## config.mk

```make
export PLATFORM = sky130hd
export DESIGN_NAME = dps_seq
export DESIGN_NICKNAME = d
export VERILOG_FILES = /design/src/rtl/dps_pkg.sv /design/src/rtl/dps_soft_rst.sv /design/src/rtl/dps_chan_pwr.sv /design/src/rtl/dps_dclk_ctl.sv /design/src/rtl/dps_seq.sv
export SDC_FILE = /design/constraint.sdc
export NUM_CORES = 1
export LEC_CHECK = 0
export BUFFER_PORTS_ARGS = -buffer_cell sky130_fd_sc_hd__clkbuf_2
export CAP_MARGIN = 15
export CORE_MARGIN = 2
export CORE_UTILIZATION = 35
export DETAILED_ROUTE_END_ITERATION = 10
export PLACE_DENSITY = 0.59
export SYNTH_ARGS = -nofsm -noshare
export SYNTH_HDL_FRONTEND = slang
export SYNTH_SLANG_ARGS = --single-unit
```

## constraint.sdc

```tcl
create_clock -name clk -period 5.38 [get_ports clk]
set_input_delay 0.538 -clock clk [delete_from_list [all_inputs] [get_ports clk]]
set_output_delay 0.538 -clock clk [all_outputs]
set_load 0.005 [all_outputs]
```

## src/rtl/dps_pkg.sv

```systemverilog
package dps_pkg;
  // register addresses
  localparam int A_CTRL = 0;
  localparam int A_CLK  = 1;
  localparam int A_DCK  = 2;
  localparam int A_STAT = 3;
  localparam int A_STEP = 4;
  // bit positions decoded by software
  localparam int B_RUN   = 0;
  localparam int B_RESET = 8;
  localparam int B_SRC   = 16;
  localparam int B_DONE  = 16;
  localparam int B_PEND  = 17;
  // power levels
  localparam logic [1:0] LVL_OFF  = 2'd0;
  localparam logic [1:0] LVL_MID  = 2'd1;
  localparam logic [1:0] LVL_FULL = 2'd3;
  localparam logic [1:0] SRC_RSVD = 2'd3;

  function automatic logic [1:0] lvl_next(input logic [1:0] cur, input logic up);
    if (up) return (cur == LVL_OFF) ? LVL_MID : LVL_FULL;
    else    return (cur == LVL_FULL) ? LVL_MID : LVL_OFF;
  endfunction
endpackage

```

## src/rtl/dps_soft_rst.sv

```systemverilog
module dps_soft_rst #(
  parameter int RST_CYC = 4
) (
  input  logic clk,
  input  logic rst,
  input  logic trigger,
  output logic busy
);
  localparam int CW = $clog2(RST_CYC + 1);
  localparam logic [CW-1:0] LAST = CW'(RST_CYC - 1);

  logic [CW-1:0] cnt;

  always_ff @(posedge clk) begin
    if (rst) begin
      busy <= 1'b0;
      cnt  <= '0;
    end else if (busy) begin
      if (cnt == LAST) begin
        busy <= 1'b0;
        cnt  <= '0;
      end else begin
        cnt <= cnt + CW'(1);
      end
    end else if (trigger) begin
      busy <= 1'b1;
      cnt  <= '0;
    end
  end


  rst_len_chk: assert property (@(posedge clk) disable iff (rst)
    busy |-> (cnt <= LAST));
endmodule

```

## src/rtl/dps_chan_pwr.sv

```systemverilog
module dps_chan_pwr import dps_pkg::*; #(
  parameter int STEP_W = 8
) (
  input  logic              clk,
  input  logic              rst,
  input  logic              clear,
  input  logic              enable,
  input  logic              go_up,
  input  logic [STEP_W-1:0] step_len,
  output logic [1:0]        level
);
  logic [STEP_W-1:0] cnt;
  logic [STEP_W-1:0] last;
  logic              moving;

  assign last   = (step_len == '0) ? '0 : step_len - STEP_W'(1);
  assign moving = enable && (go_up ? (level != LVL_FULL) : (level != LVL_OFF));

  always_ff @(posedge clk) begin
    if (rst || clear) begin
      level <= LVL_OFF;
      cnt   <= '0;
    end else if (moving) begin
      if (cnt >= last) begin
        cnt   <= '0;
        level <= lvl_next(level, go_up);
      end else begin
        cnt <= cnt + STEP_W'(1);
      end
    end else begin
      cnt <= '0;
    end
  end


  idle_hold_chk: assert property (@(posedge clk) disable iff (rst)
    (!clear && !enable) |=> $stable(level));

  full_stays_chk: assert property (@(posedge clk) disable iff (rst)
    (!clear && enable && go_up && level == LVL_FULL) |=> (level == LVL_FULL));

  no_jump_chk: assert property (@(posedge clk) disable iff (rst)
    (!clear && level == LVL_OFF) |=> (level != LVL_FULL));
endmodule

```

## src/rtl/dps_dclk_ctl.sv

```systemverilog
module dps_dclk_ctl #(
  parameter int RESTART_CYC = 3
) (
  input  logic clk,
  input  logic rst,
  input  logic force_stop,
  input  logic wr_stop,
  input  logic wr_val,
  output logic stopped,
  output logic restarting
);
  localparam int CW = $clog2(RESTART_CYC + 1);
  localparam logic [CW-1:0] LAST = CW'(RESTART_CYC - 1);

  logic [CW-1:0] cnt;

  always_ff @(posedge clk) begin
    if (rst) begin
      stopped    <= 1'b1;
      restarting <= 1'b0;
      cnt        <= '0;
    end else if (force_stop || (wr_stop && wr_val)) begin
      stopped    <= 1'b1;
      restarting <= 1'b0;
      cnt        <= '0;
    end else if (restarting) begin
      if (cnt == LAST) begin
        stopped    <= 1'b0;
        restarting <= 1'b0;
        cnt        <= '0;
      end else begin
        cnt <= cnt + CW'(1);
      end
    end else if (wr_stop && !wr_val && stopped) begin
      restarting <= 1'b1;
      cnt        <= '0;
    end
  end


  restart_path_chk: assert property (@(posedge clk) disable iff (rst)
    $fell(stopped) |-> $past(restarting));
endmodule

```

## src/rtl/dps_seq.sv

```systemverilog
module dps_seq import dps_pkg::*; #(
  parameter int N_CH        = 2,
  parameter int DATA_W      = 32,
  parameter int ADDR_W      = 3,
  parameter int DIV_W       = 8,
  parameter int STEP_W      = 8,
  parameter int STEP_RST    = 2,
  parameter int RST_CYC     = 4,
  parameter int RESTART_CYC = 3
) (
  input  logic                  clk,
  input  logic                  rst,
  input  logic                  wr_en,
  input  logic [ADDR_W-1:0]     reg_addr,
  input  logic [DATA_W-1:0]     wr_data,
  output logic [DATA_W-1:0]     rd_data,
  output logic [2*N_CH-1:0]     pwr_state,
  output logic [N_CH-1:0]       dclk_gate,
  output logic [DIV_W*N_CH-1:0] clk_div,
  output logic [1:0]            clk_src,
  output logic                  seq_done
);
  localparam logic [DIV_W-1:0] DIV1_CODE = DIV_W'(1 << 6);
  localparam logic [DIV_W-1:0] DIV_ONE   = DIV_W'(1);

  function automatic logic [DIV_W-1:0] div_code(input logic [DIV_W-1:0] f);
    return (f == DIV_ONE) ? DIV1_CODE : f;
  endfunction

  logic wr_ctrl, wr_clk, wr_dck, wr_step;
  assign wr_ctrl = wr_en && (reg_addr == ADDR_W'(A_CTRL));
  assign wr_clk  = wr_en && (reg_addr == ADDR_W'(A_CLK));
  assign wr_dck  = wr_en && (reg_addr == ADDR_W'(A_DCK));
  assign wr_step = wr_en && (reg_addr == ADDR_W'(A_STEP));

  // soft reset
  logic rst_busy, rst_go;
  assign rst_go = wr_ctrl && wr_data[B_RESET] && !rst_busy;

  dps_soft_rst #(.RST_CYC(RST_CYC)) u_srst (
    .clk(clk), .rst(rst), .trigger(rst_go), .busy(rst_busy)
  );

  // control register
  logic            ctrl_run;
  logic [N_CH-1:0] ctrl_en;

  always_ff @(posedge clk) begin
    if (rst || rst_go) begin
      ctrl_run <= 1'b0;
      ctrl_en  <= '0;
    end else if (wr_ctrl && !rst_busy) begin
      ctrl_run <= wr_data[B_RUN];
      ctrl_en  <= wr_data[N_CH:1];
    end
  end

  // step length
  logic [STEP_W-1:0] step_q;
  always_ff @(posedge clk) begin
    if (rst)          step_q <= STEP_W'(STEP_RST);
    else if (wr_step) step_q <= wr_data[STEP_W-1:0];
  end

  // per-channel power ramps
  logic [1:0]      lvl [N_CH];
  logic [N_CH-1:0] ch_off, ch_hit;

  for (genvar k = 0; k < N_CH; k++) begin : g_ch
    dps_chan_pwr #(.STEP_W(STEP_W)) u_pwr (
      .clk(clk), .rst(rst), .clear(rst_busy), .enable(ctrl_en[k]),
      .go_up(ctrl_run), .step_len(step_q), .level(lvl[k])
    );
    assign ch_off[k] = !ctrl_en[k] || (lvl[k] == LVL_OFF);
    assign ch_hit[k] = !ctrl_en[k] || (lvl[k] == (ctrl_run ? LVL_FULL : LVL_OFF));
    assign pwr_state[2*k +: 2] = lvl[k];
  end

  // stop handshake
  logic stop_pend, stop_fire, done_q;
  assign stop_fire = stop_pend && (&ch_off) && !rst_busy && !wr_ctrl;

  always_ff @(posedge clk) begin
    if (rst || rst_busy || rst_go) begin
      stop_pend <= 1'b0;
    end else if (wr_ctrl) begin
      if (wr_data[B_RUN])  stop_pend <= 1'b0;
      else if (ctrl_run)   stop_pend <= 1'b1;
    end else if (stop_fire) begin
      stop_pend <= 1'b0;
    end
  end

  always_ff @(posedge clk) begin
    if (rst) done_q <= 1'b0;
    else     done_q <= &ch_hit;
  end
  assign seq_done = done_q;

  // dot clock
  logic dck_stopped, dck_restarting;
  dps_dclk_ctl #(.RESTART_CYC(RESTART_CYC)) u_dclk (
    .clk(clk), .rst(rst), .force_stop(stop_fire), .wr_stop(wr_dck),
    .wr_val(wr_data[0]), .stopped(dck_stopped), .restarting(dck_restarting)
  );

  logic [N_CH-1:0] gate_q;
  always_ff @(posedge clk) begin
    if (rst) gate_q <= '0;
    else     gate_q <= dck_stopped ? '0 : ctrl_en;
  end
  assign dclk_gate = gate_q;

  // clock configuration
  logic [DIV_W-1:0] div_q [N_CH];
  logic [1:0]       src_q;

  always_ff @(posedge clk) begin
    if (rst) begin
      for (int k = 0; k < N_CH; k++) div_q[k] <= '0;
      src_q <= 2'd0;
    end else if (wr_clk) begin
      for (int k = 0; k < N_CH; k++) div_q[k] <= div_code(wr_data[k*DIV_W +: DIV_W]);
      if (wr_data[B_SRC +: 2] != SRC_RSVD) src_q <= wr_data[B_SRC +: 2];
    end
  end
  assign clk_src = src_q;

  always_comb begin
    for (int k = 0; k < N_CH; k++) clk_div[k*DIV_W +: DIV_W] = div_q[k];
  end

  // read path
  logic [DATA_W-1:0] rd_word;
  always_comb begin
    rd_word = '0;
    if (reg_addr == ADDR_W'(A_CTRL)) begin
      rd_word[B_RUN]   = ctrl_run;
      rd_word[N_CH:1]  = ctrl_en;
      rd_word[B_RESET] = rst_busy;
    end else if (reg_addr == ADDR_W'(A_CLK)) begin
      for (int k = 0; k < N_CH; k++) rd_word[k*DIV_W +: DIV_W] = div_q[k];
      rd_word[B_SRC +: 2] = src_q;
    end else if (reg_addr == ADDR_W'(A_DCK)) begin
      rd_word[0] = dck_stopped;
    end else if (reg_addr == ADDR_W'(A_STAT)) begin
      for (int k = 0; k < N_CH; k++) rd_word[2*k +: 2] = lvl[k];
      rd_word[B_DONE] = done_q;
      rd_word[B_PEND] = stop_pend;
    end else if (reg_addr == ADDR_W'(A_STEP)) begin
      rd_word[STEP_W-1:0] = step_q;
    end
  end

  always_ff @(posedge clk) begin
    if (rst) rd_data <= '0;
    else     rd_data <= rd_word;
  end


  busy_clears_ctrl_chk: assert property (@(posedge clk) disable iff (rst)
    rst_busy |-> (!ctrl_run && ctrl_en == '0));

  auto_stop_chk: assert property (@(posedge clk) disable iff (rst)
    ($fell(stop_pend) && !$past(rst_busy) && !$past(wr_ctrl) && !$past(rst_go)) |-> dck_stopped);

  gate_needs_clock_chk: assert property (@(posedge clk) disable iff (rst)
    (gate_q != '0) |-> !$past(dck_stopped));

  pend_not_done_chk: assert property (@(posedge clk) disable iff (rst)
    (stop_pend && !(&ch_off)) |=> !done_q || ctrl_run || rst_busy);
endmodule

```

* Word level (Yosys, flattened, before mapping)
Memory sizes are Yosys's and may differ from the RTL's.
Cells that the tools add are included.
** Storage, ports and cells
- Register bits :: 77
- Bits in writable memories :: 16
- Bits of input ports :: 38
- Output and inout port bits :: 57
- Memories :: 1
** Memory list
- div_q :: words 2, width 8, rd ports 2, clocked after memory_dff 0, wr ports 2, RTL line dps_seq.sv:115 : logic [DIV_W-1:0] div_q [N_CH];
** Operators by class
- Add/subtract/negate cells :: 5
- Magnitude comparators :: 2
- Equality and inequality tests :: 16
- Mux-type cells :: 47
- Bitwise gates (word level) :: 5
- Reductions and logical operators :: 50
** Operators by type and width (number)
- $mux 8 :: 8
- $mux 2 :: 11
- $mux 1 :: 21
- $add 8x1->8 const B :: 2
- $eq 8x1->1 const B :: 2
- $ge 8x8->1 :: 2
- $logic_and 1x1->1 :: 15
- $reduce_and 2->1 :: 7
- $mux 3 :: 4
- $reduce_bool 2->1 :: 5
- $eq 3x2->1 const B :: 3
- $reduce_or 3->1 :: 3
- $logic_not 8->1 :: 1
- $logic_or 1x1->1 :: 8
- $mux 4 :: 2
- $sub 8x1->8 const B :: 1
- $mux 7 :: 1
- $eq 2x2->1 const B :: 3
- $ne 2x2->1 const B :: 3
- $reduce_or 2->1 :: 3
- $logic_not 1->1 :: 5
- $eq 2x2->1 :: 2
- $logic_not 2->1 :: 2
- $add 3x1->3 const B :: 1
- other kinds (7) :: 10

* Depth between registers and ports, before layout
Gate-level depths: netlist of run 1.
- Depth after elaboration :: 8
- Mapped depth :: 12
- Gate-level depth less buffers :: 11

* By module
Synthesis of run 1 repeated with hierarchy kept, for this count alone.
** Second synthesis, totals
- Cell total of the unflattened synthesis :: 423
- Area total of the unflattened synthesis :: 4129.0 um^2
** Modules (own cells, without submodules)
- dps_seq :: instances 1, cells each 206, area an instance 2213.4 um^2, seq. area each 1181.1 um^2
- dps_chan_pwr :: instances 2, cells each 91, area an instance 794.5 um^2, seq. area each 200.2 um^2
- dps_dclk_ctl :: instances 1, cells each 17, area an instance 165.2 um^2, seq. area each 80.1 um^2
- dps_soft_rst :: instances 1, cells each 18, area an instance 161.4 um^2, seq. area each 80.1 um^2

* Worst setup path after synthesis of run 1
OpenSTA, ideal clock, no wires.
- Kind :: reg2reg
- Start :: reg step_q[0]
- End :: reg g_ch[0].u_pwr.cnt[2]
- Library setup time :: 62 ps
- Arrival :: 2977 ps
- Required time :: 5318 ps
- Slack :: 2341 ps
- Cell stages (with the launch flop) :: 13
- Clock period less this slack :: 3039 ps
- Path through :: dfxtp_1 > inv_1 > ha_1 > nor3b_1 > nand3b_1 > and2_1 > ha_1 > nand2b_4 > a2111oi_4 > a2111oi_2 > or4b_1 > buf_6 > nor2_2
** Between the ends
- Cells in the longest elaborated chain, start to end :: 4
** RTL lines
- start, declared :: RTL line dps_seq.sv:59 : logic [STEP_W-1:0] step_q;
- start signal, assigned :: RTL line dps_seq.sv:61 : if (rst) step_q <= STEP_W'(STEP_RST);
- start signal, assigned :: RTL line dps_seq.sv:62 : else if (wr_step) step_q <= wr_data[STEP_W-1:0];
- $sub 8x1->8 or $logic_not 8->1 (tied branches) :: RTL line dps_chan_pwr.sv:16 : assign last = (step_len == '0) ? '0 : step_len - STEP_W'(1);
- $mux 8 * :: RTL line dps_chan_pwr.sv:16
- $ge 8x8->1 * :: RTL line dps_chan_pwr.sv:24 : if (cnt >= last) begin
- $reduce_or 3->1 (no line) *
- end signal, assigned :: RTL line dps_chan_pwr.sv:28 : cnt <= cnt + STEP_W'(1);
- end, declared :: RTL line dps_chan_pwr.sv:12 : logic [STEP_W-1:0] cnt;
Every way passes the cells marked *; elsewhere a longest branch is shown, timed or not.
A chain may end at the register's enable or synchronous reset.

* Worst setup path in the final report of run 1
- Start :: reg step_q[1]
- End :: reg g_ch[0].u_pwr.cnt[6]
The elaborated chain is that of the path after synthesis.

==> results of run 1 <==
## cell usage after synthesis, types with 2 or more instances
| master | n | area [sq um] |
|---|---|---|
| or3_1 | 2 | 12.5 |
| o21ai_0 | 17 | 85.1 |
| xnor2_1 | 4 | 35.0 |
| and3_1 | 18 | 113 |
| ha_1 | 20 | 250 |
| a211o_1 | 2 | 17.5 |
| nor2_1 | 39 | 146 |
| inv_1 | 15 | 56.3 |
| xor2_1 | 11 | 96.3 |
| mux2i_1 | 3 | 30.0 |
| nor2_2 | 6 | 37.5 |
| nand3b_1 | 4 | 30.0 |
| nor2b_1 | 7 | 43.8 |
| dfxtp_1 | 63 | 1260 |
| o211ai_1 | 2 | 15.0 |
| o22ai_1 | 3 | 18.8 |
| nand2b_1 | 7 | 43.8 |
| a22oi_1 | 6 | 45.0 |
| nand3_1 | 20 | 100 |
| buf_2 | 2 | 10.0 |
| a41oi_1 | 3 | 26.3 |
| nor3_1 | 16 | 80.1 |
| nor3b_1 | 2 | 15.0 |
| and2_1 | 10 | 62.6 |
| edfxtp_1 | 16 | 480 |
| nand2_1 | 32 | 120 |
| a21oi_1 | 21 | 105 |
| nor4_1 | 4 | 25.0 |
| a211oi_1 | 2 | 15.0 |
| clkbuf_1 | 13 | 48.8 |
| or4_1 | 2 | 15.0 |
| buf_4 | 14 | 105 |
## state kept, by name, indices dropped and copies added (netlist names)
| signal | count |
|---|---|
| ctrl_en | 2 |
| rd_data | 18 |
| g_ch.u_pwr.level | 4 |
| step_q | 8 |
| u_dclk.cnt | 2 |
| stop_pend | 1 |
| div_q | 16 |
| u_srst.busy | 1 |
| g_ch.u_pwr.cnt | 16 |
| u_dclk.restarting | 1 |
| ctrl_run | 1 |
| dclk_gate | 2 |
| u_dclk.stopped | 1 |
| clk_src | 2 |
| u_srst.cnt | 3 |
| seq_done | 1 |
## layer usage
metal | GRT usage (%) | part of all wire (%)
met1 | 19.0 | 45
met2 | 24.6 | 48
met3 | 4.52 | 5.8
met4 | 5.68 | 1.2
met5 | 0 | 0
## kinds of logic after synthesis
group / synth area share, %
compound gates: 12.3
xor+xnor: 3.44
fa+ha+maj: 6.56
buf+inv: 6.07
flops: 45.7
mux: 1.67
other cells: 0.0983
simple gates: 24.2
## cells in the final DEF (no fill, tap or decap), types with 3 or more instances in the layout
master	instances
clkbuf_2	66
dfxtp_1	63
nor2_1	39
nand2_1	32
a21oi_1	21
nand3_1	20
ha_1	20
and3_1	18
o21ai_0	17
nor3_1	16
edfxtp_1	16
inv_1	15
conb_1	14
xor2_1	11
and2_1	10
clkbuf_8	9
nand2b_1	7
nor2b_1	7
a22oi_1	6
nor2_2	6
nand3b_1	4
nor4_1	4
xnor2_1	4
a41oi_1	3
o22ai_1	3
mux2i_1	3
## worst max-delay path, cell delays in order, from the launching register on
cell and delay [ns]:
dfxtp_1 0.33, inv_1 0.11, ha_1 0.19, nor3b_1 0.46
nand3b_1 0.27, and2_1 0.26, ha_1 0.27, nand2b_4 0.15
a2111oi_4 0.35, a2111oi_2 0.13, or4b_1 0.72, nor2_2 0.18
## through the flow
stage,power [W],hold WS (ns),util [%]
after global placement,0.000735,0.446,39.2
after CTS,0.00117,0.401,40.9
after detailed placement,0.000736,0.452,39.2
after floorplan,0.000703,0.436,-
after global routing,0.00121,0.433,40.9
final,0.00116,0.417,40.9
## worst max path at each step
stage / slack, ns / start / cells after the start / end
2_1_floorplan: 2.34 / step_q[0]$_SDFFE_PP0P_ / 12 / g_ch[0].u_pwr.cnt[2]$_SDFF_PP0_
5_1_grt: 1.58 / step_q[1]$_SDFFE_PP1P_ / 11 / g_ch[0].u_pwr.cnt[2]$_SDFF_PP0_
4_1_cts: 1.83 / step_q[1]$_SDFFE_PP1P_ / 11 / g_ch[0].u_pwr.cnt[6]$_SDFF_PP0_
6_report: 1.88 / step_q[1]$_SDFFE_PP1P_ / 11 / g_ch[0].u_pwr.cnt[6]$_SDFF_PP0_
3_5_place_dp: 1.86 / step_q[1]$_SDFFE_PP1P_ / 11 / g_ch[0].u_pwr.cnt[2]$_SDFF_PP0_
3_3_place_gp: 1.93 / step_q[1]$_SDFFE_PP1P_ / 11 / g_ch[0].u_pwr.cnt[3]$_SDFF_PP0_
## report_power, final
part / internal, W / switching [W]
logic: 0.0000379 / 0.0000566
clock network: 0.000212 / 0.000224
registers: 0.000618 / 0.00000990
total: 0.000868 / 0.000290
## cell type report
cell class                      instances  share of cell area (%)
Multi-Input combinational cell        300                    43.1
Timing Repair Buffer                   67                    7.68
Clock buffer                           10                    2.90
Sequential cell                        79                    39.6
Inverter                               15                    1.28
Clock inverter                          6                    1.39
Tap cell                              140                    3.98
==> reports/qor.yml, run 1 <==
crit_fanout: 8
chipHeight_um: 108
peakVddDrop_mv: 0.123
ctsResizeCount: 0
nFillCells: 1116
ios: 95
rsz0062_at_grt: "no"
multiInputGateArea_sq_mm: 0.00190
fin_cells: 617
placement.cell_area_sq_mm: 0.00421
setup_ws_ns: 1.88
numCtsBuffers: 9
clock_path_buffers: 2
synthArstFlopShare_pct: 0
remaining_drc_errors: 0
place.gp.congestion: 0.827
slew_headroom_pct: 49.9
clock_latency_ns: 0.36
core_area_sq_mm: 0.0107
vias: 3084
hold_depth: 3
fin_setup_tns_ns: 0
avgSynthCellArea_sq_um: 9.28
rows: 38
synthToLayoutAreaGrowth_pct: 15.3
fin_skew_ns: 0.00807
pre_cts_ws_ns: 1.86
p_leak_nw: 1.80
path_clk_slew_ns: 0.08
postCtsSetupBuffers: 0
setup_viol: 0
worstReg2RegStart: "step_q[1]$_SDFFE_PP1P_"
cts_root_buf: "clkbuf_8"
layout.cell_area.non_filler_sq_mm: 0.00440
cp-start-kind: "register"
grt_pass1_wl_um: 13700
synth_area_sq_mm: 0.00381
hold_path.class: "primary input to register"
r2r-end: "g_ch[0].u_pwr.cnt[6]$_SDFF_PP0_"
worstPathRequired_ns: 5.68
max_slew.worst_pin.slew_ns: 0.752
finalCritPeriodShare_pct: 65.0
cts_hold_buf: 0
dp_hpwl_um: 6330
synth_ff_type: "dfxtp_1"
grt_remaining_overflow: 0
period_needed_ns: 3.50
layout-drive-gt1-share_pct: 19.9
finalHoldViolCount: 0
io_buffers: 66
syn_inst: 411
min_from: "wr_data[6]"
ys_seq_area_share_pct: 45.7
dpl.cell_count: 601
antennaDiodeCount: 0
first_iter_violations: 129
status: "finished, final reports clean"
synth_warnings: 0
grt_max_degree: 37
worst-r2r-cell-count: 11
wl_um: 8510
crit_path_end_kind: "register"
htree_levels: 3
grt_usage_pct: 15.2
cts_tree: "built"
cellPowerDensity_mw_per_mm2: 263
cts.sinks: 79
die_area_sq_mm: 0.0118
avgRoutedWirePerCell_um: 13.8
antenna_found_initial: 0
synth-edff-count: 16
grt_pass1_vias: 2852
crit_arrival_ns: 3.79
ant_nets: 0
synth_cell_types: 57
initial_utilization_pct: 35.5
first_pass_iters: 4
regToRegSetupSlack_ns: 1.88
synth-seq-cells: 79
fp.dieW_um: 108
max_cap_violations: 0
path_class: "register to register"
fin_nets: 530
viasPerCell: 5.00
drv_slew: 0
holdPathEnd: "step_q[6]$_SDFFE_PP0P_"
seq_area_sq_mm: 0.00174
max_freq_mhz: 286
(Power assumes the default switching activity.)
==> run 2: changes to the inputs <==
- PLACE_DENSITY: 0.59 -> 0.62
- clock period: 5.38 -> 2.9 ns (I/O delays scaled with it)
==> run 2 against run 1 <==
  * Routed wire length up 4.5%
  * Sequential power increased by 85%
  * Sequential cell count unchanged
  * Register-to-register slack got worse by 1.7 ns
  * Via count increased by 1.9%
  * Combinational power grew 110%
  * Count of clock-buffer cells in the layout is 1 higher
  * Total power is 95% higher
  * Clock power increased by 110%
  * Sequential share of layout area down 1.6 points
  * Worst setup slack worse by 1.7 ns
  * Critical path type unchanged
  * Highest routed layer unchanged
==> reports/qor.yml, run 2 (synthesized netlist as in run 1, its figures left out) <==
numCtsBuffers: 9  # unchanged
antennaDiodeCount: 0  # unchanged
chipHeight_um: 108  # unchanged
ant_nets: 0  # unchanged
avgRoutedWirePerCell_um: 14.1  # +2.0%
crit_arrival_ns: 3.05  # -0.74 ns
finalHoldViolCount: 0  # unchanged
setup_viol: 0  # unchanged
path_clk_slew_ns: 0.08  # about the same
power_frac_seq_pct: 51.6  # -2.6 points
drv_slew: 0  # unchanged
cellPowerDensity_mw_per_mm2: 491  # +86%
initial_utilization_pct: 35.5  # unchanged
cp-start-kind: "register"
p_clk_share_pct: 39.7  # +2.1 points
peakVddDrop_mv: 0.275  # +120%
grt_usage_pct: 16.3  # +1.2 points
p_int_w: 0.00171  # +98%
crit_path_end_kind: "register"
vias: 3142  # +1.9%
largest_register_ffs: 18  # unchanged
grt_max_degree: 21  # -43%
cts_tree: "built"
ios: 95  # unchanged
p_leak_nw: 1.89  # +5.4%
cts_hold_buf: 0  # unchanged
max_slew.worst_pin.slew_ns: 0.756  # +0.00406 ns
grt_pass1_vias: 3156  # +11%
wl_um: 8890  # +4.5%
synthToLayoutAreaGrowth_pct: 20.5
clock_path_buffers: 2  # unchanged
cts.sinks: 79  # unchanged
rsz0062_at_grt: "no"
pre_cts_ws_ns: -0.0165  # -1.88 ns
period_needed_ns: 2.76  # -0.733 ns
switching_share_pct: 24.0  # -1.1 points
fin_nets: 545  # +2.8%
placement.cell_area_sq_mm: 0.00432  # +2.6%
place.gp.congestion: 0.833  # +0.73%
fp.dieW_um: 108  # unchanged
rows: 38  # unchanged
fin_skew_ns: 0.00952  # +0.00145 ns
core_area_sq_mm: 0.0107  # unchanged
clock_latency_ns: 0.37  # about the same
top_usage_layer: "met2"
finalCritPeriodShare_pct: 95.3  # +30 points
max_freq_mhz: 362  # +27%
comb_power_share_pct: 8.7  # +0.5 points
grt_use_met3_pct: 4.58  # +0.060 points
setup_ws_ns: 0.137  # -1.75 ns
fin_setup_tns_ns: 0  # unchanged
final_cell_mix: "clkbuf_2, dfxtp_1, nor2_1, nand2_1"
cts_root_buf: "clkbuf_8"
utilization_pct: 42.8  # +1.9 points
htree_levels: 3  # unchanged
hold_path.class: "primary input to register"
power_w: 0.00226  # +95%
regMostFlops: "rd_data"
io_buffers: 66  # unchanged
first_pass_iters: 5  # +1
grt_pass1_wl_um: 14700  # +7.4%
p_switching_w: 0.000541  # +86%
path_class: "register to register"
layout.cell_area.non_filler_sq_mm: 0.00460  # +4.5%
max_cap_violations: 0  # unchanged
dp_hpwl_um: 6720  # +6.1%
layout-drive-gt1-share_pct: 24.8  # +4.9 points
layout_commonest_cell: "clkbuf_2"
met2_usage_pct: 28.0  # +3.4 points
crit_fanout: 5  # -3
viasPerCell: 4.97  # -0.54%
grt_remaining_overflow: 0  # unchanged
remaining_drc_errors: 0  # unchanged
status: "finished, final reports clean"
die_area_sq_mm: 0.0118  # unchanged
worstPathRequired_ns: 3.19  # -2.49 ns
top_regs: "rd_data x18, div_q x16, g_ch.u_pwr.cnt x16"
use_met1_pct: 18.9  # -0.082 points
antenna_found_initial: 0  # unchanged
first_iter_violations: 131  # +1.6%
slew_headroom_pct: 49.6  # -0.27 points
run 2: worst paths after layout:
path                                                       endpoint                       start  depth (start not counted)  slack [ns]
worst max register to register  g_ch[0].u_pwr.level[1]$_SDFFE_PP0P_      step_q[0]$_SDFFE_PP0P_                         12        0.14
worst max-delay path            g_ch[0].u_pwr.level[1]$_SDFFE_PP0P_      step_q[0]$_SDFFE_PP0P_                         12        0.14
worst min-delay path                         step_q[5]$_SDFFE_PP0P_                  wr_data[5]                          3        0.17
worst min register to register           u_srst.cnt[2]$_SDFFE_PP0P_  u_srst.cnt[2]$_SDFFE_PP0P_                          2        0.46
run 2: cell type report:
type,instances,area [sq um]
fillers,1111,6150
multi-input cells,300,1950
flip-flops and latches,79,1750
repair buffers,82,450
well taps,140,175
clock buffers,11,131
clock inverters,5,82.6
inverters,15,56.3
run 2: critical path, cell delays in order, from the launching register on:
cell and delay [ns]:
dfxtp_4 0.37, inv_2 0.05, ha_2 0.17, nor3b_4 0.19, nand3b_1 0.13, and2_4 0.17
ha_1 0.26, nand2b_4 0.15, a2111oi_4 0.34, a2111oi_4 0.06, buf_4 0.16, or4_1 0.46
a22oi_1 0.18
run 2: routing by layer:
metal,part of all wire (%),vias to the layer above
met5,0,-
met2,50,53
li1,-,1576
met3,4.0,12
met4,1.9,0
met1,44,1501
run 2: per-stage QoR:
| step | instances | hold slack, ns |
|---|---|---|
| after floorplan | 424 | 0.408 |
| after global placement | 615 | 0.445 |
| after detailed placement | 615 | 0.453 |
| after CTS | 631 | 0.157 |
| after global routing | 632 | 0.156 |
| final | 632 | 0.171 |
run 2: power by group through the flow:
stage | logic [W] | clock network (W) | registers, W
floorplan | 0.000118 | 0 | 0.00119
global placement | 0.000186 | 0 | 0.00119
detailed placement | 0.000189 | 0 | 0.00119
CTS | 0.000191 | 0.000918 | 0.00116
global route | 0.000219 | 0.000955 | 0.00117
finish | 0.000196 | 0.000896 | 0.00116
run 2: what timing repair did:
action	4_1_cts	5_1_grt
setup buffers	0	1
gates resized for setup	2	13
endpoints found under the setup margin	8	20
gates cloned	0	0
pin swaps	0	5
==> run 3: changes to the inputs <==
- BUFFER_PORTS_ARGS: -buffer_cell sky130_fd_sc_hd__clkbuf_2 -> not set
- DONT_BUFFER_PORTS: not set -> 1
- PLACE_DENSITY: 0.62 -> 0.54
==> run 3 against run 2 <==
  * Worst setup slack worse by 0.014 ns
  * Routed wire length is 4.6% higher
  * Combinational power is 23% lower
  * Critical path type unchanged
  * Global-route usage is 0.12 points higher
  * Via count is 5.7% lower
  * Hold slack worse by 0.14 ns
  * Sequential power hardly changed
  * Cell area is 5.2% lower
==> reports/qor.yml, run 3 (synthesized netlist as in run 1, its figures left out) <==
rsz0062_at_grt: "yes"
period_needed_ns: 2.78  # +0.0144 ns
wl_um: 9300  # +4.6%
hold_path.class: "primary input to register"
cellPowerDensity_mw_per_mm2: 498  # +1.4%
avgRoutedWirePerCell_um: 16.2  # +15%
first_pass_iters: 4  # -1
finalCritPeriodShare_pct: 95.8  # +0.49 points
peakVddDrop_mv: 0.353  # +29%
rows: 38  # unchanged
final_cell_mix: "dfxtp_1, nor2_1, nand2_1, a21oi_1, nand3_1"
numCtsBuffers: 9  # unchanged
fp.dieW_um: 108  # unchanged
layout_commonest_cell: "dfxtp_1"
hold_depth: 1  # -2
grt_max_degree: 27  # +29%
dp_hpwl_um: 6610  # -1.7%
placement.cell_area_sq_mm: 0.00400  # -7.3%
cts_tree: "built"
ios: 95  # unchanged
fin_skew_ns: 0.0155  # +0.00601 ns
path_clk_slew_ns: 0.09  # about the same
initial_utilization_pct: 35.5  # unchanged
place.gp.congestion: 0.775  # -7.0%
largest_register_ffs: 18  # unchanged
finalHoldViolCount: 0  # unchanged
grt_pass1_vias: 2952  # -6.5%
regMostFlops: "rd_data"
core_area_sq_mm: 0.0107  # unchanged
cts.sinks: 79  # unchanged
crit_fanout: 4  # -1
vias: 2962  # -5.7%
first_iter_violations: 136  # +3.8%
max_freq_mhz: 360  # -0.52%
io_buffers: 0  # -100%
antenna_found_initial: 1  # +1
die_area_sq_mm: 0.0118  # unchanged
grt_remaining_overflow: 0  # unchanged
htree_levels: 3  # unchanged
grt_pass1_wl_um: 15000  # +2.1%
p_leak_nw: 1.65  # -13%
top_regs: "rd_data x18, div_q x16, g_ch.u_pwr.cnt x16"
clock_latency_ns: 0.37  # about the same
fin_nets: 486  # -11%
slew_headroom_pct: 30.0  # -20 points
synthToLayoutAreaGrowth_pct: 14.2
max_cap_violations: 0  # unchanged
drv_slew: 0  # unchanged
path_class: "register to register"
max_slew.worst_pin.slew_ns: 1.05  # +0.290 ns
worstPathRequired_ns: 3.20  # about the same
crit_arrival_ns: 3.07  # +0.02 ns
power_w: 0.00217  # -3.9%
cp-start-kind: "register"
crit_path_end_kind: "register"
remaining_drc_errors: 0  # unchanged
chipHeight_um: 108  # unchanged
grt_usage_pct: 16.4  # +0.12 points
worst-r2r-cell-count: 12  # unchanged
pre_cts_ws_ns: -0.0201  # -0.00360 ns
ant_nets: 0  # unchanged
cts_root_buf: "clkbuf_8"
layout-drive-gt1-share_pct: 15.0  # -9.8 points
viasPerCell: 5.16  # +3.8%
clock_path_buffers: 2  # unchanged
setup_viol: 0  # unchanged
status: "finished, final reports clean"
layout.cell_area.non_filler_sq_mm: 0.00436  # -5.2%
setup_ws_ns: 0.123  # -0.0144 ns
## run 3: changes by cell type in the layout (fill, tap and decap cells not counted), sizes merged
| cell | change |
|---|---|
| clkinvlp | -2 |
| inv | +5 |
| dlygate4sd3 | +4 |
| diode | +1 |
| clkbuf | -67 |
| buf | +3 |
| bufinv | -2 |
## run 3: final cells by class
class,instances,area [sq um]
multi-input combinational,300,1990
fill,1105,6390
clock inverter,6,53.8
timing repair buffer,23,183
antenna,1,2.50
inverter,15,58.8
sequential,79,1750
clock buffer,10,149
tap,140,175
## run 3: per-stage QoR
stage,instances,util (%),TNS [ns],hold WS (ns)
finish,574,40.5,0,0.0321
floorplan,424,-,0,0.408
global route,574,40.5,-0.0639,0.0126
global placement,551,37.2,0,0.364
detailed placement,551,37.2,-0.0975,0.365
CTS,571,39.6,0,0.00969
## run 3: per-layer routing
| metal | track usage [%] | vias up | share of wire [%] |
|---|---|---|---|
| met5 | 0 | - | 0 |
| met4 | 4.67 | 0 | 1.2 |
| met3 | 6.63 | 12 | 6.5 |
| met2 | 27.5 | 74 | 50 |
| met1 | 19.5 | 1416 | 43 |
| li1 | - | 1460 | - |
## run 3: power breakdown
part	switching (W)	leakage, nW	internal [W]	total (W)
Sequential	0.0000247	0.665	0.00115	0.00117
Combinational	0.0000815	0.882	0.0000699	0.000151
Clock	0.000465	0.101	0.000381	0.000846
## run 3: repair_timing
| action | CTS | global route |
|---|---|---|
| cloned | 0 | 0 |
| setup buffers | 0 | 2 |
| endpoints found under the setup margin | 15 | 18 |
| gates resized for setup | 3 | 18 |
| endpoints found under the hold margin | 26 | 0 |
| pin swaps | 1 | 6 |
| hold buffers | 4 | 0 |
## run 3: worst max-delay path, stage by stage, from the launching register on
cell and delay [ns]:
dfxtp_2 0.34, inv_2 0.08, ha_4 0.14, nor3b_4 0.22
nand3b_1 0.13, and2_4 0.18, ha_4 0.20, nand2b_4 0.14
a2111oi_4 0.35, a2111oi_4 0.10, buf_4 0.16, or4_4 0.48
a22oi_2 0.19
## run 3: worst paths after layout
path                         startpoint  slack, ns                             endpoint
min                                 rst       0.03                rd_data[3]$_SDFF_PP0_
max reg2reg      step_q[1]$_SDFFE_PP1P_       0.12  g_ch[0].u_pwr.level[1]$_SDFFE_PP0P_
max              step_q[1]$_SDFFE_PP1P_       0.12  g_ch[0].u_pwr.level[1]$_SDFFE_PP0P_
min reg2reg  u_srst.cnt[2]$_SDFFE_PP0P_       0.47           u_srst.cnt[2]$_SDFFE_PP0P_
